## src/rtl/rdr_irq_pkg.sv

```systemverilog
package rdr_irq_pkg;

    localparam int ADDR_W = 4;
    localparam int DATA_W = 8;
    localparam int POS_W  = 10;
    localparam int EN_W   = 6;

    localparam logic [ADDR_W-1:0] A_CTRL  = 4'h0;
    localparam logic [ADDR_W-1:0] A_STAT  = 4'hC;
    localparam logic [ADDR_W-1:0] A_MASK  = 4'hD;
    localparam logic [ADDR_W-1:0] A_POSLO = 4'hE;

    localparam logic [EN_W-1:0] MASK_RST = 6'h3E;

    // Field order is the register bit order, MSB first.
    typedef struct packed {
        logic tx;
        logic rx;
        logic fifo;
        logic crc;
        logic par;
        logic frm;
        logic col;
        logic nrsp;
    } irq_stat_t;

    typedef struct packed {
        logic tx_start;
        logic tx_done;
        logic rx_sof;
        logic rx_done;
        logic fifo_hit;
        logic crc;
        logic par;
        logic frm;
        logic col;
        logic nrsp;
    } irq_evt_t;

endpackage

```

## src/rtl/rdr_irq_fifomon.sv

```systemverilog
module rdr_irq_fifomon #(
    parameter int LVL_W = 4,
    parameter int LO    = 4,
    parameter int HI    = 8
) (
    input  logic             upd,
    input  logic [LVL_W-1:0] lvl,
    output logic             hit
);
    localparam logic [LVL_W-1:0] LO_V = LVL_W'(LO);
    localparam logic [LVL_W-1:0] HI_V = LVL_W'(HI);

    always_comb begin
        hit = upd && ((lvl < LO_V) || (lvl > HI_V));
    end
endmodule

```

## src/rtl/rdr_irq_flags.sv

```systemverilog
module rdr_irq_flags
    import rdr_irq_pkg::*;
(
    input  logic            clk,
    input  logic            rst_n,
    input  logic            enable,
    input  irq_evt_t        evt,
    input  logic            clr,
    input  logic [EN_W-1:0] mask,
    output irq_stat_t       stat,
    output logic            irq
);
    typedef struct packed {
        irq_stat_t stat;
        logic      tx_pend;
        logic      rx_pend;
    } flag_st_t;

    flag_st_t st_d, st_q;
    logic [DATA_W-1:0] stat_bits;
    logic              evt_any;

    always_comb begin
        st_d = st_q;
        if (clr) begin
            st_d = '0;
        end
        // Events are applied after the clear so that they win.
        if (evt.tx_start || evt.tx_done) st_d.stat.tx   = 1'b1;
        if (evt.rx_sof   || evt.rx_done) st_d.stat.rx   = 1'b1;
        if (evt.fifo_hit)                st_d.stat.fifo = 1'b1;
        if (evt.crc)                     st_d.stat.crc  = 1'b1;
        if (evt.par)                     st_d.stat.par  = 1'b1;
        if (evt.frm)                     st_d.stat.frm  = 1'b1;
        if (evt.col)                     st_d.stat.col  = 1'b1;
        if (evt.nrsp)                    st_d.stat.nrsp = 1'b1;
        if (evt.tx_done)                 st_d.tx_pend   = 1'b1;
        if (evt.rx_done)                 st_d.rx_pend   = 1'b1;
        if (!enable) begin
            st_d = '0;
        end
    end

    always_ff @(posedge clk or negedge rst_n) begin
        if (!rst_n) st_q <= '0;
        else        st_q <= st_d;
    end

    always_comb begin
        stat_bits = st_q.stat;
        evt_any   = |evt;
        stat      = st_q.stat;
        irq       = st_q.tx_pend || st_q.rx_pend || (|(stat_bits[EN_W-1:0] & mask));
    end

    assert_clear_empties_R6: assert property (@(posedge clk) disable iff (!rst_n)
        (clr && enable && !evt_any) |=> (stat == '0 && !irq));

    assert_evt_wins_R8: assert property (@(posedge clk) disable iff (!rst_n)
        (clr && enable && evt.crc) |=> stat.crc);

    assert_tx_flag_before_irq_R4: assert property (@(posedge clk) disable iff (!rst_n)
        $rose(st_q.tx_pend) |-> stat.tx);

endmodule

```

## src/rtl/rdr_irq_colpos.sv

```systemverilog
module rdr_irq_colpos
    import rdr_irq_pkg::*;
(
    input  logic             clk,
    input  logic             rst_n,
    input  logic             enable,
    input  logic             pos_evt,
    input  logic [POS_W-1:0] pos_in,
    input  logic             rd_clr,
    output logic [POS_W-1:0] pos
);
    typedef struct packed {
        logic [POS_W-1:0] pos;
        logic             vld;
    } pos_st_t;

    pos_st_t ps_d, ps_q;

    always_comb begin
        ps_d = ps_q;
        if (rd_clr) begin
            ps_d = '0;
        end
        if (pos_evt && (!ps_q.vld || rd_clr)) begin
            ps_d.pos = pos_in;
            ps_d.vld = 1'b1;
        end
        if (!enable) begin
            ps_d = '0;
        end
    end

    always_ff @(posedge clk or negedge rst_n) begin
        if (!rst_n) ps_q <= '0;
        else        ps_q <= ps_d;
    end

    assign pos = ps_q.pos;

    assert_pos_hold_R10: assert property (@(posedge clk) disable iff (!rst_n)
        (ps_q.vld && !rd_clr && enable) |=> $stable(pos));

    assert_first_capture_R9: assert property (@(posedge clk) disable iff (!rst_n)
        (!ps_q.vld && pos_evt && enable) |=> (pos == $past(pos_in)));

endmodule

```

## src/rtl/rdr_irq_regif.sv

```systemverilog
module rdr_irq_regif
    import rdr_irq_pkg::*;
(
    input  logic              clk,
    input  logic              rst_n,
    input  logic              enable,
    input  logic [ADDR_W-1:0] addr,
    input  logic              rd_en,
    input  logic              wr_en,
    input  logic [DATA_W-1:0] wdata,
    input  irq_stat_t         stat,
    input  logic [POS_W-1:0]  pos,
    output logic [DATA_W-1:0] rdata,
    output logic [EN_W-1:0]   mask,
    output logic              stat_clr,
    output logic              pos_clr
);
    localparam int HI_W = POS_W - 8;

    typedef struct packed {
        logic [EN_W-1:0]   mask;
        logic [DATA_W-1:0] rdata;
    } rif_st_t;

    rif_st_t rs_d, rs_q;
    logic    wdata_unused;

    always_comb begin
        rs_d     = rs_q;
        stat_clr = enable && ((rd_en && addr == A_STAT) || (wr_en && addr == A_CTRL));
        pos_clr  = enable && rd_en && addr == A_POSLO;
        if (wr_en && addr == A_MASK) begin
            rs_d.mask = wdata[EN_W-1:0];
        end
        if (rd_en) begin
            case (addr)
                A_STAT:  rs_d.rdata = stat;
                A_MASK:  rs_d.rdata = {pos[POS_W-1 -: HI_W], rs_q.mask};
                A_POSLO: rs_d.rdata = pos[7:0];
                default: rs_d.rdata = '0;
            endcase
        end
        if (!enable) begin
            rs_d.mask  = MASK_RST;
            rs_d.rdata = '0;
        end
    end

    always_ff @(posedge clk or negedge rst_n) begin
        if (!rst_n) begin
            rs_q.mask  <= MASK_RST;
            rs_q.rdata <= '0;
        end else begin
            rs_q <= rs_d;
        end
    end

    assign wdata_unused = ^wdata[DATA_W-1:EN_W];
    assign mask  = rs_q.mask;
    assign rdata = rs_q.rdata;

    assert_mask_reset_R1: assert property (@(posedge clk) disable iff (!rst_n)
        !enable |=> (mask == MASK_RST && rdata == '0));

endmodule

```

## src/rtl/rdr_irq_ctrl.sv

```systemverilog
module rdr_irq_ctrl
    import rdr_irq_pkg::*;
#(
    parameter int LVL_W   = 4,
    parameter int FIFO_LO = 4,
    parameter int FIFO_HI = 8
) (
    input  logic              clk,
    input  logic              rst_n,
    input  logic              enable,
    input  logic [ADDR_W-1:0] addr,
    input  logic              rd_en,
    input  logic              wr_en,
    input  logic [DATA_W-1:0] wdata,
    output logic [DATA_W-1:0] rdata,
    input  logic              tx_start,
    input  logic              tx_done,
    input  logic              rx_sof,
    input  logic              rx_done,
    input  logic              fifo_upd,
    input  logic [LVL_W-1:0]  fifo_lvl,
    input  logic              crc_err,
    input  logic              par_err,
    input  logic              frm_err,
    input  logic              col_det,
    input  logic              no_resp,
    input  logic [POS_W-1:0]  err_pos,
    output logic              irq
);
    irq_evt_t          evt;
    irq_stat_t         stat;
    logic              fifo_hit;
    logic [EN_W-1:0]   mask;
    logic [POS_W-1:0]  pos;
    logic              stat_clr;
    logic              pos_clr;
    logic              pos_evt;

    rdr_irq_fifomon #(.LVL_W(LVL_W), .LO(FIFO_LO), .HI(FIFO_HI)) u_fifomon (
        .upd (fifo_upd),
        .lvl (fifo_lvl),
        .hit (fifo_hit)
    );

    always_comb begin
        evt.tx_start = tx_start;
        evt.tx_done  = tx_done;
        evt.rx_sof   = rx_sof;
        evt.rx_done  = rx_done;
        evt.fifo_hit = fifo_hit;
        evt.crc      = crc_err;
        evt.par      = par_err;
        evt.frm      = frm_err;
        evt.col      = col_det;
        evt.nrsp     = no_resp;
        pos_evt      = crc_err || par_err || frm_err || col_det;
    end

    rdr_irq_flags u_flags (
        .clk    (clk),
        .rst_n  (rst_n),
        .enable (enable),
        .evt    (evt),
        .clr    (stat_clr),
        .mask   (mask),
        .stat   (stat),
        .irq    (irq)
    );

    rdr_irq_colpos u_colpos (
        .clk     (clk),
        .rst_n   (rst_n),
        .enable  (enable),
        .pos_evt (pos_evt),
        .pos_in  (err_pos),
        .rd_clr  (pos_clr),
        .pos     (pos)
    );

    rdr_irq_regif u_regif (
        .clk      (clk),
        .rst_n    (rst_n),
        .enable   (enable),
        .addr     (addr),
        .rd_en    (rd_en),
        .wr_en    (wr_en),
        .wdata    (wdata),
        .stat     (stat),
        .pos      (pos),
        .rdata    (rdata),
        .mask     (mask),
        .stat_clr (stat_clr),
        .pos_clr  (pos_clr)
    );

endmodule

```

## config.mk

```make
export PLATFORM = sky130hd
export DESIGN_NAME = rdr_irq_ctrl
export DESIGN_NICKNAME = d
export VERILOG_FILES = /design/src/rtl/rdr_irq_pkg.sv /design/src/rtl/rdr_irq_fifomon.sv /design/src/rtl/rdr_irq_flags.sv /design/src/rtl/rdr_irq_colpos.sv /design/src/rtl/rdr_irq_regif.sv /design/src/rtl/rdr_irq_ctrl.sv
export SDC_FILE = /design/constraint.sdc
export NUM_CORES = 1
export LEC_CHECK = 0
export BUFFER_PORTS_ARGS = -buffer_cell sky130_fd_sc_hd__buf_2
export CAP_MARGIN = 20
export CELL_PAD_IN_SITES_DETAIL_PLACEMENT = 0
export CELL_PAD_IN_SITES_GLOBAL_PLACEMENT = 1
export CORE_MARGIN = 4
export CORE_UTILIZATION = 40
export CTS_BUF_LIST = sky130_fd_sc_hd__clkbuf_8 sky130_fd_sc_hd__clkbuf_16
export CTS_CLUSTER_DIAMETER = 60
export DETAILED_ROUTE_END_ITERATION = 6
export GPL_TIMING_DRIVEN = 0
export HOLD_SLACK_MARGIN = 0.15
export PLACE_DENSITY_LB_ADDON = 0.1
export REMOVE_ABC_BUFFERS = 1
export SLEW_MARGIN = 10
export SYNTH_ARGS = -nofsm -noshare
export SYNTH_HDL_FRONTEND = slang
export SYNTH_SLANG_ARGS = --single-unit
```

## constraint.sdc

```tcl
create_clock -name clk -period 2.5 [get_ports clk]
set_clock_uncertainty 0.15 [all_clocks]
set_input_delay 0.5 -clock clk [delete_from_list [all_inputs] [get_ports clk]]
set_output_delay 0.5 -clock clk [all_outputs]
set_load 0.02 [all_outputs]
```

==> summary.md, run 1 <==
| Metric | Value |
|---|---|
| Site row count | `22` |
| Die X | `between 70 and 80 µm` |
| Synthesis Warnings | `0` |
| TritonCTS Buffers | `5` |
| Initial DRT Pass Iterations | `4` |
| Total routing resource utilization after global routing | `around 16%` |
| Largest buffer count on any clock path | `2` |
| Slew @ Worst Pin | `0.758 ns` |
| Time the final worst path needs with I/O delays and setup | `2.05 ns` |
| Main area contributors after synthesis | `sky130_fd_sc_hd__dfrtp_1 46%, sky130_fd_sc_hd__a22o_1 9.7%, sky130_fd_sc_hd__dfstp_2 8.1%` |
| Sequential element share of the synthesized area | `54.3%` |
| Maximum Capacitance Violations | `0` |
| Top cell types by occurrence after synthesis | `30 x sky130_fd_sc_hd__dfrtp_1, 18 x sky130_fd_sc_hd__a22o_1, 18 x sky130_fd_sc_hd__nand2_1, 17 x sky130_fd_sc_hd__o21ai_0, 10 x sky130_fd_sc_hd__nand3_1` |
| WL final | `3790 µm` |
| Number of pins with negative max-slew slack in the final report | `0` |
| Via count of the routed design | `1287` |
| Overall die area | `0.00515 mm²` |
| Number of post-CTS setup repair buffers | `0` |
| Root Driver | `sky130_fd_sc_hd__clkbuf_8` |
| Final standard cell area without fillers | `0.00196 mm²` |
| Area after detailed placement | `around 0.0019 mm²` |
| Upper clock frequency limit | `489 MHz` |
| Core Region | `0.00380 mm²` |
| Vertical extent of the die | `71.7 µm` |
| Main synth FF type | `sky130_fd_sc_hd__dfrtp_1` |
| Max-Slew Margin vs Limit | `49.5%` |
| Filler cells | `between 300 and 400` |
| Critical Path Max Stage Delay | `between 0.4 and 0.5 ns` |
| Latest clock arrival within the worst-skew pair | `0.28 ns` |
| Remaining number of nets flagged by the antenna check after routing | `0` |
| Pin count of the biggest net entering global routing | `36` |
| Number of clock sinks | `35` |
| Placer Congestion | `roughly 0.80` |
| CP startpoint kind | `flip-flop` |
| Ordered cell list for the critical path | `a222oi_1 > nand3_1 > buf_2` |
| Number of buffer and inverter instances along the worst setup path | `1` |
| Setup-failing EPs final | `0` |
| Initial antenna violation count | `0` |
| Cell count after synthesis | `150` |
| Post-DR vias/cell | `around 5.3` |
| Family with the most delay on the worst path | `flip-flops` |
| WL per Instance | `15.6 µm` |
| ANT cells | `0` |
| Post-CTS Hold Buffers | `0` |
| Setup Total Neg Slack | `0 ns` |
| Class of the tightest hold or removal check | `in2async` |
| Iteration-0 DRC count of the detailed router | `between 70 and 80` |
| Share of layout cells above drive strength 1 | `32.3%` |
| Post-synthesis sequential element count | `35` |
| Average footprint of a synthesized cell | `10.8 µm²` |
| Worst voltage drop across the vdd grid | `approximately 0.31 mV` |
| Data required time of the critical path | `roughly 1.9 ns` |
| Highest fanout seen on the critical path | `3` |
| Area leader, netlist | `sky130_fd_sc_hd__dfrtp_1` |
| DPL Wire Length | `2850 µm` |
| Overall overflow remaining after global route | `0` |
| Fraction of synthesized cell area taken by the top area cell type | `approximately 46%` |
| Post-Syn Area | `around 0.0016 mm²` |
| Layout Area Growth over Synthesis | `20.6%` |
| Post-route core utilization | `51.6%` |
| Ratio of total power to cell area | `614 mW/mm²` |
| Fin. Hold Viols | `0` |
| Most frequent cell after synthesis | `sky130_fd_sc_hd__dfrtp_1` |
| DRC | `0` |
| Number of flops mapped to enable cells by yosys | `0` |
| Unrepaired setup endpoints after global routing | `no` |
| Buffers added on ports | `47` |
| CTS resizes | `0` |
| I/O pin total | `50` |
| Async set-reset flop share out of synthesis | `100%` |
| Worst-path cell with the longest stage delay | `sky130_fd_sc_hd__dfrtp_1` |
| Yosys cell types | `31` |
| Global-route wire length before repair | `approximately 6400 µm` |
| CTS tree | `done` |
| Crit end category | `primary output` |
| Clock slew at the register clock pins of the worst setup and hold paths | `0.07 ns` |
| Tot Pwr | `1200 µW` |
| Share of the clock period used by the worst path after layout | `81.9%` |
| Effective utilization at floorplan | `between 40% and 50%` |
| Crit path arrival time | `1.40 ns` |
| Number of H-tree levels | `2` |
| Outcome | `finished clean` |
| Number of nets in the final layout | `235` |
| Worst slack on hold paths | `0.129 ns` |
| Leak Pwr | `0.000957 µW` |
| Via count of the first global-routing pass | `1368` |
| Type of the worst setup path | `reg2out` |
-- worst paths after layout --
kind / depth (start not counted) / end / slack (ns) / from
worst min register to register: 1 / u_regif.rdata[0] / 0.36 / u_regif.rdata[0]
worst min-delay path: 1 / u_regif.rdata[5] / 0.13 / rst_n
min in group clk: 3 / u_regif.mask[1] / 0.28 / wdata[1]
max in group asynchronous: 1 / u_flags.stat[5] / 1.59 / rst_n
worst max register to register: 3 / u_colpos.pos[2] / 1.13 / u_colpos.ps_q[0]
worst max-delay path: 3 / irq / 0.45 / u_flags.stat[2]
-- power by group --
group,internal [µW],total (µW),switching (µW)
sequential,596,614,18.5
clock,250,451,201
combinational,61.3,137,75.3
-- metal layers --
layer / share of wire [%] / up-vias / wire (µm) / track usage (%)
li1: - / 635 / - / -
met1: 45 / 605 / 1700 / 20.4
met2: 48 / 40 / 1810 / 26.5
met3: 5.5 / 7 / 210 / 3.79
met4: 2.0 / 0 / 74 / 7.52
met5: 0 / - / 0 / 0
-- cells in the final DEF, fill, tap and decap left out, types with 2 or more instances in the layout --
cell type                  Yosys  layout
sky130_fd_sc_hd__nand2_1      18      18
sky130_fd_sc_hd__a22o_1       18      18
sky130_fd_sc_hd__o21ai_0      17      17
sky130_fd_sc_hd__nand3_1      10      10
sky130_fd_sc_hd__dfrtp_1      30      30
sky130_fd_sc_hd__a21oi_1       7       7
sky130_fd_sc_hd__mux2i_1       8       8
sky130_fd_sc_hd__dfstp_2       5       5
sky130_fd_sc_hd__buf_2         0      47
sky130_fd_sc_hd__nor2_1        2       2
sky130_fd_sc_hd__and3_1        2       2
sky130_fd_sc_hd__clkbuf_8      0       7
sky130_fd_sc_hd__nor2b_1       8       8
-- kinds of logic after synthesis --
| logic type | after synthesis | synth area share, % |
|---|---|---|
| multiplexers | 8 | 4.93 |
| buffers and inverters | 10 | 4.00 |
| AO/OA/AOI/OAI | 50 | 21.3 |
| AND/OR/NAND/NOR | 47 | 15.5 |
| flip-flops | 35 | 54.3 |
-- sequential cells by signal, summed over array words and instances (netlist names) --
register and cells:
u_flags.stat 8, u_regif.mask 6, u_regif.rdata 8, u_colpos.pos 10
u_colpos.ps_q 1, u_flags.st_q 2
-- final cells by class --
| type | instances | area, µm² | share of cell area (%) |
|---|---|---|---|
| Multi-Input combinational cell | 105 | 678 | 34.6 |
| Clock inverter | 1 | 7.51 | 0.383 |
| Sequential cell | 35 | 882 | 45.0 |
| Tap cell | 48 | 60.1 | 3.07 |
| Clock buffer | 7 | 96.3 | 4.92 |
| Timing Repair Buffer | 47 | 235 | 12.0 |
-- through the flow --
stage | instances | setup slack, ns
6_report | 243 | 0.454
5_1_grt | 243 | 0.346
4_1_cts | 243 | 0.437
3_5_place_dp | 235 | 0.444
3_3_place_gp | 235 | 0.462
2_1_floorplan | 140 | 0.900
No activity file was read; power rests on OpenSTA's default activity.
==> run 2: changes to the inputs <==
ABC_AREA = 1   (was default)
CORE_UTILIZATION = 33   (was 40)
clock period = 1.6 ns   (was 2.5 ns; I/O delays follow)
==> run 2 against run 1 <==
Effect of this change: the run now ends with setup timing left; hold slack improved by 0.024 ns; largest power group unchanged; critical path depth increased by 2; area after synthesis increased by 6.3%; power increased by 56%; count of clock-buffer cells in the layout fell by 2; sequential share of layout area is 8.5 points lower; final cell count is 51% higher; non-clock buffer count is 31 higher; highest routed layer unchanged; die area rose by 25%; setup slack worse by 0.52 ns; routed wire length increased by 27%; final area grew 23%.
==> summary.md, run 2 <==
| Metric | Value |
|---|---|
| Outcome | `finished, violations left` |
| Violated checks | `setup timing` |
| Number of pins with negative max-slew slack in the final report | `0 (unchanged)` |
| Site row count | `26 (+18%)` |
| Worst Reg2Reg Path Length in Cells | `5 (+2)` |
| Least setup slack across all paths after layout | `-0.0707 ns (-0.524 ns)` |
| I/O pin total | `50 (unchanged)` |
| Average footprint of a synthesized cell | `8.00 µm² (-26%)` |
| ANT cells | `0 (unchanged)` |
| Launch point of the critical path | `u_regif.mask[4]` |
| Unrepaired setup endpoints after global routing | `yes` |
| Placement-stage worst setup slack | `-0.311 ns (-0.755 ns)` |
| Maximum Capacitance Violations | `0 (unchanged)` |
| Crit path arrival time | `1.20 ns (-0.20 ns)` |
| Die X | `80.4 µm (+12%)` |
| Cell seen most often among critical-path stages | `sky130_fd_sc_hd__nand2_1` |
| Largest register FFs | `10 (unchanged)` |
| Setup-failing EPs final | `1 (+1)` |
| Global-route wire length before repair | `8200 µm (+28%)` |
| Overall overflow remaining after global route | `0 (unchanged)` |
| Data required time of the critical path | `1.13 ns (-0.72 ns)` |
| Vertical extent of the die | `80.4 µm (+12%)` |
| Post-Syn Area | `0.00173 mm² (+6.3%)` |
| Ordered cell list for the critical path | `nand2_1 > nand2_1 > nor2_1 > nand4_1 > buf_4` |
| Ratio of total power to cell area | `779 mW/mm² (+27%)` |
| TritonCTS Buffers | `5 (unchanged)` |
| Worst voltage drop across the vdd grid | `0.307 mV (-0.72%)` |
| Max-Slew Margin vs Limit | `47.7% (-1.8 points)` |
| Main area contributors after synthesis | `sky130_fd_sc_hd__dfrtp_1 43%, sky130_fd_sc_hd__nand2_1 17%, sky130_fd_sc_hd__nand3_1 11%` |
| Class of the tightest hold or removal check | `in2reg` |
| Top layer reached by signal wires | `met4` |
| Length of routed met3 wiring | `254 µm (+21%)` |
| Hold Startpoint | `frm_err` |
| Sum of met2 wire segment lengths after detailed routing | `2220 µm (+23%)` |
| Capture point of the worst path | `irq` |
| Sequential element share of the synthesized area | `51.0% (-3.2 points)` |
| Total routing resource utilization after global routing | `16.6% (+0.32 points)` |
| Via count of the first global-routing pass | `1708 (+25%)` |
| Number of clock sinks | `35 (unchanged)` |
| Number of H-tree levels | `2 (unchanged)` |
| Fraction of synthesized cell area taken by the top area cell type | `43.4% (-2.7 points)` |
| Number of flops mapped to enable cells by yosys | `0 (unchanged)` |
| Iteration-0 DRC count of the detailed router | `45 (-39%)` |
| Initial DRT Pass Iterations | `4 (unchanged)` |
| Pin count of the biggest net entering global routing | `36 (unchanged)` |
| Number of nets in the final layout | `338 (+44%)` |
| Wl on met1 | `2260 µm (+33%)` |
| Main synth FF type | `sky130_fd_sc_hd__dfrtp_1` |
| Post-DR vias/cell | `4.68 (-12%)` |
| Core Region | `0.00511 mm² (+34%)` |
| Worst reg2reg setup slack | `0.45 ns (-0.68 ns)` |
| Share of the clock period used by the worst path after layout | `104%` |
| Effective utilization at floorplan | `33.8% (-9.0 points)` |
| Type of the worst setup path | `reg2out` |
| Critical Path Max Stage Delay | `0.54 ns (+0.12 ns)` |
| Root Driver | `sky130_fd_sc_hd__clkbuf_8` |
| Terminus of the critical flop-to-flop path | `u_regif.rdata[2]` |
| Top cell types by occurrence after synthesis | `76 x sky130_fd_sc_hd__nand2_1, 38 x sky130_fd_sc_hd__nand3_1, 30 x sky130_fd_sc_hd__dfrtp_1, 13 x sky130_fd_sc_hd__nand4_1, 11 x sky130_fd_sc_hd__a21oi_1` |
| DRC | `0 (unchanged)` |
| Placer Congestion | `0.753 (-5.4%)` |
| Most common cell after layout, fill and taps aside | `sky130_fd_sc_hd__nand2_1` |
| CTS tree | `done` |
| Post-synthesis sequential element count | `35 (unchanged)` |
| Initial antenna violation count | `0 (unchanged)` |
| DPL Wire Length | `3380 µm (+19%)` |
| Setup Total Neg Slack | `-0.0707 ns (-0.0707 ns)` |
| Worst-path cell with the longest stage delay | `sky130_fd_sc_hd__dfstp_2` |
| Most frequent cells in the layout | `76 x sky130_fd_sc_hd__nand2_1, 45 x sky130_fd_sc_hd__buf_2, 38 x sky130_fd_sc_hd__nand3_1, 30 x sky130_fd_sc_hd__dfrtp_1, 23 x sky130_fd_sc_hd__dlygate4sd3_1` |
| Remaining number of nets flagged by the antenna check after routing | `0 (unchanged)` |
| Cell count after synthesis | `216 (+44%)` |
| WL per Instance | `13.1 µm (-16%)` |
| Async set-reset flop share out of synthesis | `100% (unchanged)` |
| Via count of the routed design | `1721 (+34%)` |
| Fin. Hold Viols | `0 (unchanged)` |
| WL final | `4810 µm (+27%)` |
| Buffers added on ports | `47 (unchanged)` |
| Leak Pwr | `0.00128 µW (+34%)` |
| Layout Area Growth over Synthesis | `39.6%` |
| Time the final worst path needs with I/O delays and setup | `1.67 ns` |
| CP startpoint kind | `flip-flop` |
| Synthesis Warnings | `0 (unchanged)` |
| Clock slew at the register clock pins of the worst setup and hold paths | `0.06 ns (about the same)` |
| Crit end category | `primary output` |
| Upper clock frequency limit | `599 MHz` |
| Yosys cell types | `21 (-32%)` |
| Overall die area | `0.00646 mm² (+25%)` |
| Slew @ Worst Pin | `0.785 ns (+0.0269 ns)` |
| Critical register-to-register path startpoint | `u_regif.mask[2]` |
| Latest clock arrival within the worst-skew pair | `0.29 ns (about the same)` |
| Most frequent cell after synthesis | `sky130_fd_sc_hd__nand2_1` |
| Share of layout cells above drive strength 1 | `27.2% (-5.1 points)` |
| Largest buffer count on any clock path | `2 (unchanged)` |
| Area leader, netlist | `sky130_fd_sc_hd__dfrtp_1` |
| Highest fanout seen on the critical path | `2 (-1)` |
[run 2: changes by cell type in the layout (fill, tap and decap cells not counted), moves of 9 or more]
| cell | delta |
|---|---|
| sky130_fd_sc_hd__o21ai_0 | -17 |
| sky130_fd_sc_hd__a22o_1 | -18 |
| sky130_fd_sc_hd__nand4_1 | +13 |
| sky130_fd_sc_hd__dlygate4sd3_1 | +23 |
| sky130_fd_sc_hd__inv_1 | +13 |
| sky130_fd_sc_hd__buf_4 | +9 |
| sky130_fd_sc_hd__nand3_1 | +28 |
| sky130_fd_sc_hd__nand2_1 | +58 |
[run 2: layout make-up]
cell class              instances  area [µm²]
fillers                       542        2700
flip-flops and latches         35         882
multi-input cells             162         771
repair buffers                 78         531
well taps                      70        87.6
clock buffers                   5        68.8
inverters                      15        61.3
clock inverters                 3        11.3
[run 2: per-layer routing]
layer / GRT usage, % / vias to the layer above
met2: 25.9 / 39
met1: 22.7 / 792
met5: 0 / -
met4: 5.24 / 0
met3: 3.92 / 8
li1: - / 882
[run 2: worst min-delay path by stage]
stage | endpoint | slack, ns | cells past startpoint
6_report | u_flags.stat[2] | 0.15 | 3
5_1_grt | u_flags.stat[2] | 0.16 | 3
4_1_cts | u_flags.stat[7] | 0.15 | 3
3_5_place_dp | u_flags.stat[0] | 0.31 | 1
3_3_place_gp | u_regif.mask[0] | 0.31 | 1
2_1_floorplan | u_colpos.pos[0] | -0.13 | 0
[run 2: what timing repair did]
item,in CTS,in global routing
setup buffers,6,2
endpoints found under the hold margin,52,0
setup endpoints to repair,4,13
pin swaps,0,1
resized for setup,2,3
hold buffers,23,0
[run 2: through the flow]
stage	hold WS, ns	util [%]	std cells	area (µm²)	power, µW
after floorplan	-0.126	-	212	1700	1120
after global placement	0.306	39.7	329	2030	1240
after detailed placement	0.309	39.7	329	2030	1240
after CTS	0.151	46.7	366	2390	1900
after global routing	0.164	47.2	368	2410	1990
final	0.153	47.2	368	2410	1880
[run 2: cell families after synthesis]
group	count (synthesis)	share of synthesized area (%)
DFF	35	51.1
AOI/OAI and AO/OA	17	5.36
and+or+nand+nor	145	38.8
buffers and inverters	19	4.78
[run 2: power by group]
group | switching [µW] | internal [µW] | total (µW)
clock network | 296 | 290 | 586
registers | 34.5 | 946 | 980
logic | 168 | 144 | 312
total | 499 | 1380 | 1880
[run 2: worst max-delay path, delay by kind of cell, from the launching register on]
| kind | cells | cell delay, ns |
|---|---|---|
| buffers and inverters | 1 | 0.15 |
| AND/OR/NAND/NOR | 4 | 0.23 |
| flip-flops | 1 | 0.54 |
